--- config.mk ---
export PLATFORM = sky130hd
export DESIGN_NAME = cordic_rotator
export DESIGN_NICKNAME = d
export VERILOG_FILES = /design/src/rtl/cordic_pkg.sv /design/src/rtl/cordic_ctrl.sv /design/src/rtl/cordic_atan_rom.sv /design/src/rtl/cordic_angle_unit.sv /design/src/rtl/cordic_xy_unit.sv /design/src/rtl/cordic_rotator.sv
export SDC_FILE = /design/constraint.sdc
export NUM_CORES = 1
export LEC_CHECK = 0
export ABC_CLOCK_PERIOD_IN_PS = 11650
export BUFFER_PORTS_ARGS = -buffer_cell sky130_fd_sc_hd__buf_2
export CORE_MARGIN = 2
export CORE_UTILIZATION = 30
export CTS_CLUSTER_SIZE = 14
export DETAILED_ROUTE_END_ITERATION = 7
export PLACE_DENSITY = 0.55
export RECOVER_POWER = 25
export SETUP_SLACK_MARGIN = 0.1
export SLEW_MARGIN = 40
export SYNTH_ARGS = -nofsm -noshare
export SYNTH_HDL_FRONTEND = slang
export SYNTH_HIERARCHICAL = 1
export SYNTH_SLANG_ARGS = --single-unit
--- constraint.sdc ---
create_clock -name clk -period 11.65 [get_ports clk]
set_input_delay 2.33 -clock clk [delete_from_list [all_inputs] [get_ports clk]]
set_output_delay 2.33 -clock clk [all_outputs]
set_load 0.1 [all_outputs]
--- src/rtl/cordic_pkg.sv ---
package cordic_pkg;

  localparam int ANG_W = 16;

  typedef enum logic {
    ROT_CW  = 1'b0,
    ROT_CCW = 1'b1
  } rot_dir_e;

  // arctan(2^-k) on the scale 16'h4000 = 45 degrees
  function automatic logic [ANG_W-1:0] atan_entry(input int unsigned k);
    case (k)
      0:  atan_entry = 16'h4000;
      1:  atan_entry = 16'h25C8;
      2:  atan_entry = 16'h13F6;
      3:  atan_entry = 16'h0A22;
      4:  atan_entry = 16'h0516;
      5:  atan_entry = 16'h028C;
      6:  atan_entry = 16'h0146;
      7:  atan_entry = 16'h00A3;
      8:  atan_entry = 16'h0051;
      9:  atan_entry = 16'h0029;
      10: atan_entry = 16'h0014;
      11: atan_entry = 16'h000A;
      12: atan_entry = 16'h0005;
      13: atan_entry = 16'h0003;
      14: atan_entry = 16'h0001;
      default: atan_entry = '0;
    endcase
  endfunction

endpackage

--- src/rtl/cordic_ctrl.sv ---
module cordic_ctrl #(
  parameter int ITER  = 15,
  parameter int IDX_W = $clog2(ITER)
) (
  input  logic             clk,
  input  logic             rst,
  input  logic             start_valid,
  output logic             start_ready,
  output logic             load,
  output logic             busy,
  output logic             step_en,
  output logic [IDX_W-1:0] idx,
  output logic             done
);

  localparam logic [IDX_W-1:0] LAST = IDX_W'(ITER - 1);

  assign start_ready = !busy;
  assign load        = start_valid && start_ready;
  // the angle side looks one table step ahead, so it stops one rotation early
  assign step_en     = busy && (idx != LAST);

  always_ff @(posedge clk) begin
    if (rst) begin
      busy <= 1'b0;
      idx  <= '0;
      done <= 1'b0;
    end else begin
      done <= 1'b0;
      if (load) begin
        busy <= 1'b1;
        idx  <= '0;
      end else if (busy) begin
        if (idx == LAST) begin
          busy <= 1'b0;
          done <= 1'b1;
        end else begin
          idx <= idx + 1'b1;
        end
      end
    end
  end

endmodule

--- src/rtl/cordic_atan_rom.sv ---
module cordic_atan_rom #(
  parameter int IDX_W = 4
) (
  input  logic [IDX_W-1:0]              idx,
  output logic [cordic_pkg::ANG_W-1:0]  atan_val
);

  always_comb begin
    atan_val = cordic_pkg::atan_entry(32'(idx));
  end

endmodule

--- src/rtl/cordic_angle_unit.sv ---
module cordic_angle_unit #(
  parameter int IDX_W = 4
) (
  input  logic                                clk,
  input  logic                                rst,
  input  logic                                load,
  input  logic                                step_en,
  input  logic [IDX_W-1:0]                    idx,
  input  logic [cordic_pkg::ANG_W-1:0]        target,
  output logic signed [cordic_pkg::ANG_W:0]   z_q,
  output cordic_pkg::rot_dir_e                dir_q
);

  import cordic_pkg::*;

  localparam logic signed [ANG_W:0] Z_START = {1'b0, atan_entry(0)};

  logic [ANG_W-1:0]        tgt_q;
  logic [IDX_W-1:0]        nidx;
  logic [ANG_W-1:0]        step_val;
  logic signed [ANG_W:0]   tgt_s;
  logic signed [ANG_W:0]   step_s;
  logic                    go_up;

  assign nidx   = idx + 1'b1;
  assign tgt_s  = $signed({1'b0, tgt_q});
  assign step_s = $signed({1'b0, step_val});
  assign go_up  = (z_q <= tgt_s);

  cordic_atan_rom #(.IDX_W(IDX_W)) u_rom (
    .idx      (nidx),
    .atan_val (step_val)
  );

  always_ff @(posedge clk) begin
    if (rst) begin
      z_q   <= Z_START;
      dir_q <= ROT_CCW;
      tgt_q <= '0;
    end else if (load) begin
      z_q   <= Z_START;
      dir_q <= ROT_CCW;
      tgt_q <= target;
    end else if (step_en) begin
      if (go_up) begin
        z_q   <= z_q + step_s;
        dir_q <= ROT_CCW;
      end else begin
        z_q   <= z_q - step_s;
        dir_q <= ROT_CW;
      end
    end
  end

endmodule

--- src/rtl/cordic_xy_unit.sv ---
module cordic_xy_unit #(
  parameter int DATA_W = 16,
  parameter int IDX_W  = 4
) (
  input  logic                      clk,
  input  logic                      rst,
  input  logic                      load,
  input  logic                      rot_en,
  input  logic signed [DATA_W-1:0]  x_init,
  input  logic signed [DATA_W-1:0]  y_init,
  input  logic [IDX_W-1:0]          idx,
  input  cordic_pkg::rot_dir_e      dir,
  output logic signed [DATA_W-1:0]  x_q,
  output logic signed [DATA_W-1:0]  y_q
);

  import cordic_pkg::*;

  logic signed [DATA_W-1:0] x_sh, y_sh, x_nx, y_nx;

  always_comb begin
    x_sh = x_q >>> idx;
    y_sh = y_q >>> idx;
    if (dir == ROT_CCW) begin
      x_nx = x_q - y_sh;
      y_nx = y_q + x_sh;
    end else begin
      x_nx = x_q + y_sh;
      y_nx = y_q - x_sh;
    end
  end

  always_ff @(posedge clk) begin
    if (rst) begin
      x_q <= '0;
      y_q <= '0;
    end else if (load) begin
      x_q <= x_init;
      y_q <= y_init;
    end else if (rot_en) begin
      x_q <= x_nx;
      y_q <= y_nx;
    end
  end

endmodule

--- src/rtl/cordic_rotator.sv ---
module cordic_rotator #(
  parameter int DATA_W = 16,
  parameter int ITER   = 15
) (
  input  logic                              clk,
  input  logic                              rst,
  input  logic                              start_valid,
  output logic                              start_ready,
  input  logic [cordic_pkg::ANG_W-1:0]      target_angle,
  input  logic signed [DATA_W-1:0]          x_init,
  input  logic signed [DATA_W-1:0]          y_init,
  output logic                              busy,
  output logic                              done,
  output logic signed [DATA_W-1:0]          cos_out,
  output logic signed [DATA_W-1:0]          sin_out,
  output logic signed [cordic_pkg::ANG_W:0] angle_out
);

  localparam int IDX_W = (ITER > 1) ? $clog2(ITER) : 1;

  logic                 load, step_en;
  logic [IDX_W-1:0]     idx;
  cordic_pkg::rot_dir_e dir;

  cordic_ctrl #(.ITER(ITER), .IDX_W(IDX_W)) u_ctrl (
    .clk         (clk),
    .rst         (rst),
    .start_valid (start_valid),
    .start_ready (start_ready),
    .load        (load),
    .busy        (busy),
    .step_en     (step_en),
    .idx         (idx),
    .done        (done)
  );

  cordic_angle_unit #(.IDX_W(IDX_W)) u_angle (
    .clk     (clk),
    .rst     (rst),
    .load    (load),
    .step_en (step_en),
    .idx     (idx),
    .target  (target_angle),
    .z_q     (angle_out),
    .dir_q   (dir)
  );

  cordic_xy_unit #(.DATA_W(DATA_W), .IDX_W(IDX_W)) u_xy (
    .clk    (clk),
    .rst    (rst),
    .load   (load),
    .rot_en (busy),
    .x_init (x_init),
    .y_init (y_init),
    .idx    (idx),
    .dir    (dir),
    .x_q    (cos_out),
    .y_q    (sin_out)
  );

endmodule

; ---- Yosys cells after proc, flatten, opt, wreduce, memory -nomap -nowiden
; Memory sizes are Yosys's and may differ from the RTL's.
; Index checks and enable logic that the tools add are counted.
[word_totals]
ram_bits = 0
input_bits = 51
n_memories = 1
latch_bits = 0
elab_cells = 42
output_inout_bits = 52
register_bits = 72
romBits = 240
[op_classes]
reduce_logical = 7
div_mod_pow = 0
n_eq_ne = 2
magnitude_cmp = 1
shifts = 2
muxes = 12
bitwise_logic = 2
add_sub_neg = 7
multipliers = 0
[mem_list]
columns = memory, depth, width, read_ports, rd_ports_with_merged_regs, write_ports, line_no
row1 = (no name shown), 16, 15, 1, 0, 0, cordic_pkg.sv:12  ; case (k)
[ops]
columns = op, count
row1 = $mux W16, 6
row2 = $add A16 B16 Y16, 2
row3 = $sshr A16 B4 Y16, 2
row4 = $sub A16 B16 Y16, 2
row5 = $add A17 B17 Y17, 1
row6 = $le A17 B17 Y1, 1
row7 = $mux W17, 1
row8 = $sub A17 B17 Y17, 1
row9 = $mux W1, 5
row10 = $add A4 B1 Y4 const B, 1
row11 = $eq A4 B4 Y1 const B, 1
row12 = $ne A4 B4 Y1 const B, 1
row13 = $reduce_or A3 Y1, 1
row14 = $logic_and A1 B1 Y1, 2
row15 = $not A1 Y1, 2
row16 = $reduce_and A2 Y1, 1
row17 = $reduce_bool A2 Y1, 1
row18 = $reduce_or A2 Y1, 1
row19 = $logic_not A1 Y1, 1

; ---- Longest topological paths before layout
[logic_depth]
word_depth = 5
mapped_depth = 21
mapped_depth_nobuf = 19

; ---- Cells and area by module
; The synthesis kept the hierarchy.
[modules_own_cells]
columns = module, cells_each, area_each_um2, n_inst, seq_area_each_um2
row1 = cordic_xy_unit, 585, 4867.2, 1, 640.6
row2 = cordic_angle_unit, 368, 2884.0, 1, 680.7
row3 = cordic_atan_rom, 53, 385.4, 1, 0.0
row4 = cordic_ctrl, 33, 310.3, 1, 120.1

; ---- Worst setup path after synthesis
; No wires, ideal clock.
[synth_path]
path_type = register -> register
from = register u_xy.y_q[13]
to = register u_xy.x_q[14]
setup_time_ns = 0.086
t_arrival_ns = 4.678
slack_ns = 6.887
synth_period_minus_slack_ns = 4.763
required_time_ns = 11.564
path_buffers = 0
path_stages_with_launch = 17
path_cell_list = dfxtp_1 > mux4_1 > nor2b_1 > o31ai_1 > inv_1 > ha_1 > mux2i_1 > fa_1 > a21o_1 > a21oi_1 > o21bai_1 > a2111oi_0 > o31ai_1 > o2111a_1 > a211oi_1 > xor2_1 > a211oi_1
[synth_between]
elab_chain_cells = 5
elab_cells_between_ends = 6
cone_classes = 2 x add/sub / 1 x shift / 3 x mux
[synth_rtl]
columns = element, line_no
row1 = "start, declared", cordic_xy_unit.sv:14  ; output logic signed [DATA_W-1:0] y_q
row2 = "start signal, assigned", cordic_xy_unit.sv:39  ; y_q <= y_init;
row3 = "start signal, assigned", cordic_xy_unit.sv:42  ; y_q <= y_nx;
row4 = $sshr A16 B4 Y16 *, cordic_xy_unit.sv:23  ; y_sh = y_q >>> idx;
row5 = $add A16 B16 Y16 / $sub A16 B16 Y16 (equally long branches), "cordic_xy_unit.sv:28, cordic_xy_unit.sv:25"
row6 = $mux W16 *, cordic_xy_unit.sv:24  ; if (dir == ROT_CCW) begin
row7 = $mux W16 *, cordic_xy_unit.sv:40  ; end else if (rot_en) begin
row8 = $mux W16 *, cordic_xy_unit.sv:37  ; end else if (load) begin
row9 = "end signal, assigned", cordic_xy_unit.sv:38  ; x_q <= x_init;
row10 = "end signal, assigned", cordic_xy_unit.sv:41  ; x_q <= x_nx;
row11 = "end, declared", cordic_xy_unit.sv:13  ; output logic signed [DATA_W-1:0] x_q,
; Mark *: on every way between the ends. The rest lies on a longest branch, timed or not. The select of a mux whose other input is x is not followed.
; A chain may end at the register's enable or synchronous reset.

; ---- Worst setup path in the final report
[layout_path]
from = register u_ctrl.idx[0]
to = register u_xy.x_q[15]
[layout_between]
elab_chain_cells = 5
elab_cells_between_ends = 6
cone_classes = 2 x add/sub / 1 x shift / 3 x mux
[layout_rtl]
columns = element, line_no
row1 = "start, declared", cordic_ctrl.sv:12  ; output logic [IDX_W-1:0] idx,
row2 = "start signal, assigned", cordic_ctrl.sv:38  ; idx <= idx + 1'b1;
row3 = $sshr A16 B4 Y16 *, cordic_xy_unit.sv:23
row4 = $add A16 B16 Y16 / $sub A16 B16 Y16 (equally long branches), "cordic_xy_unit.sv:28, cordic_xy_unit.sv:25"
row5 = $mux W16 *, cordic_xy_unit.sv:24
row6 = $mux W16 *, cordic_xy_unit.sv:40
row7 = $mux W16 *, cordic_xy_unit.sv:37
; Marks and branches as above.

==> results.toml <==
[critical_path]
crit_chain = "mux4_1 -> mux4_2 -> a2111oi_2 -> or2_2 -> o21ai_0 -> xnor2_1 -> ha_1 -> o21ai_0 -> a21boi_0 -> nand3_1 -> o21ai_0 -> a21oi_1 -> a21oi_1 -> xor3_1 -> nand2_1 -> a221oi_1"
worst_path_max_delay_cell = "dfxtp_4"
slowest_delay_ns = 0.71
path_max_fanout = 42
critPathLaunch = "u_ctrl/idx[0]"
r2r_slack_ns = 6.38
crit_path_end_kind = "flop"
r2r_start = "u_ctrl/idx[0]"
critical_path_class = "reg -> reg"
cp.required_ns = 11.73
cpMostUsedCell = "o21ai_0"
arrival_ns = 5.36
startpoint_type = "flop"
reg2regPathDepth = 16
r2r_end = "u_xy/x_q[15]"

[clocking]
root_buffer = "clkbuf_16"
clk_pin_slew_ns = 0.06
clk_latency_ns = 0.35
cts_buffers = 9
postCtsSetupBuffers = 0
clock_path_buffers = 2
htree_num_levels = 3
tritoncts = "yes"
cts.sinks = 72
cts_hold_buf = 0
cts_resized = 0

[floorplanning]
start_util_pct = 30.40
die_width_um = 171.8
io_pins = 103
core_sq_um = 27780
fp.dieH_um = 171.8
rows = 61
die-area_sq_um = 29520

[run]
cap_violations = 1

[drt]
top_layer = "met4"
wl_met1_mm = 10.85
wl_per_cell_um = 16.07
drc = 0
dr_wl_met3_mm = 1.238
via_per_inst = 5.252
met2RoutedLength_mm = 11.58
vias = 7825
dr.pass1.iters = 4
drtIter0Drc = 437
ant_nets = 0
routed_wl_mm = 23.94

[place]
gp_congestion = 0.8266
dp_cells = 1474
portBuffers = 102
place_area_sq_um = 9216
hpwl_mm = 18.04

[global_route]
grt_usage_pct = 16.38
grt_pass1_wl_mm = 38.58
grt_start_max_net_pins = 55
antenna_found_initial = 0
grt_pass1_vias = 7364
overflow = 0

[min_path]
whs_path_depth = 2
hold_start = "u_angle/tgt_q[4]"
min_to = "u_angle/tgt_q[4]"
hold_class = "reg -> reg"

[cells_and_area]
n_antenna_cell = 0
multi_input_comb_area_sq_um = 6457
postLayoutCellArea_sq_um = 9495
nNetsFinal = 1241
seqCellArea_sq_um = 1448
nFillCells = 3008
drive_above_1_share_pct = 15.29
stdcell_count = 1490
syn_to_final_growth_pct = 12.41
final_util_pct = 34.18

[synthesis]
async_flop_share_pct = 0
synth_seq_cells = 72
synth-seq-area-share_pct = 17.06
ys.flop_type = "dfxtp_1"
syn-num-nets = 1173
netlist_area_sq_um = 8447
synthCells = 1039
synth-edff-count = 0
yosysUniqueCellTypes = 93
avgSynthCellArea_sq_um = 8.130
ys_warn_count = 6

[timing]
period_needed_ns = 5.275
max_freq_mhz = 189.6
fin_crit_sh_pct = 45.28
hold_slack_ns = 0.4967
fin_worst_skew_ns = 0.01139
slew_violations = 55
slew_headroom_pct = -69.88
finalSetupViolCount = 0
worst_pin_slew_ns = 2.548
hold_viol = 0
finalSetupTns_ns = 0
rsz0062_at_grt = "false"

[status]
status = "complete, but fails checks"
violations = "max-capacitance violations, max-slew violations"

[power_and_ir_drop]
vdd_drop_max_mv = 0.1019
power_leakage_nw = 4.004
power_density_nw_per_um2 = 172.7
==> report_power, final <==
group	switching (mW)	internal (mW)
Sequential	0.0580	0.274
Combinational	0.612	0.378
Clock	0.129	0.188
Total	0.799	0.840
==> registers in the layout, summed over array words and instances, names as in the netlist <==
signal         count
u_ctrl/done        1
u_ctrl/busy        1
u_angle/tgt_q     16
u_xy/y_q          16
u_xy/x_q          16
u_angle/z_q       17
u_angle/dir_q      1
u_ctrl/idx         4
==> layout make-up <==
cell class / instances / area share (%)
Multi-Input combinational cell: 849 / 68.01
Sequential cell: 72 / 15.25
Inverter: 62 / 2.464
Timing Repair Buffer: 113 / 5.930
Clock inverter: 7 / 1.001
Tap cell: 378 / 4.981
Clock buffer: 9 / 2.372
==> per-layer routing <==
metal,track usage [%],up-vias
li1,-,3920
met1,21.13,3692
met2,28.20,197
met3,3.129,16
met4,3.727,0
met5,0,-
==> cell families after synthesis <==
logic type | synth area share [%]
flops | 17.06
xor+xnor | 7.836
other cells | 0.04440
fa+ha+maj | 12.56
buf+inv | 6.340
simple gates | 19.97
mux | 15.32
compound gates | 20.87
==> cell usage in the layout, fill, tap and decap left out, types with 4 or more instances in the layout <==
master,instances
nor2_1,115
a21oi_1,105
buf_2,81
ha_1,80
dfxtp_1,69
nand2_1,67
inv_1,58
xnor2_1,50
o21ai_0,43
mux2i_1,43
nor3_1,23
clkbuf_1,22
nand3_1,21
xor2_1,21
nor2b_1,21
a211oi_1,19
a21o_1,17
mux4_2,17
and2_1,15
mux4_1,13
nand2b_1,12
mux2_2,11
o21a_1,11
buf_4,10
clkbuf_16,9
nand3b_1,9
a221oi_1,9
or3_1,8
and3_1,7
a31oi_1,7
nand4_1,6
o211ai_1,6
o31ai_1,6
o22ai_1,5
or4_1,4
a211o_1,4
a2111oi_0,4
or2_2,4
==> worst max path at each step <==
stage | slack (ns) | endpoint
5_1_grt | 5.95 | u_xy/x_q[14]
2_1_floorplan | 6.89 | u_xy/x_q[14]
3_5_place_dp | 6.37 | u_xy/x_q[14]
6_report | 6.38 | u_xy/x_q[15]
3_3_place_gp | 6.33 | u_xy/x_q[14]
4_1_cts | 6.30 | u_xy/x_q[14]
==> stage by stage <==
| stage | total power [mW] | worst slack [ns] |
|---|---|---|
| floorplan | 1.139 | 6.887 |
| global placement | 1.318 | 6.325 |
| detailed placement | 1.323 | 6.366 |
| CTS | 1.653 | 6.301 |
| global route | 1.777 | 5.947 |
| finish | 1.640 | 6.375 |
==> critical path: cells and delay by family, from the launching register on <==
family,cells,cell delay (ns)
compound gates,8,1.75
xor+xnor,2,0.55
fa+ha+maj,1,0.35
flops,1,0.71
mux,2,1.22
simple gates,3,0.39
==> cells in the mapped netlist, types with 13 or more instances <==
master,count,area share [%]
clkbuf_1,27,1.2
a21oi_1,105,6.2
nor2_1,115,5.1
mux4_2,17,4.5
nor2b_1,21,1.6
xnor2_1,50,5.2
a21o_1,17,1.5
a211oi_1,18,1.6
and2_1,15,1.1
dfxtp_1,72,17
inv_1,59,2.6
mux2i_1,43,5.1
ha_1,80,12
xor2_1,21,2.2
o21ai_0,43,2.5
nand2_1,67,3.0
nor3_1,23,1.4
nand3_1,21,1.2
mux4_1,13,4.0
Power figures use the tool's default switching activity.
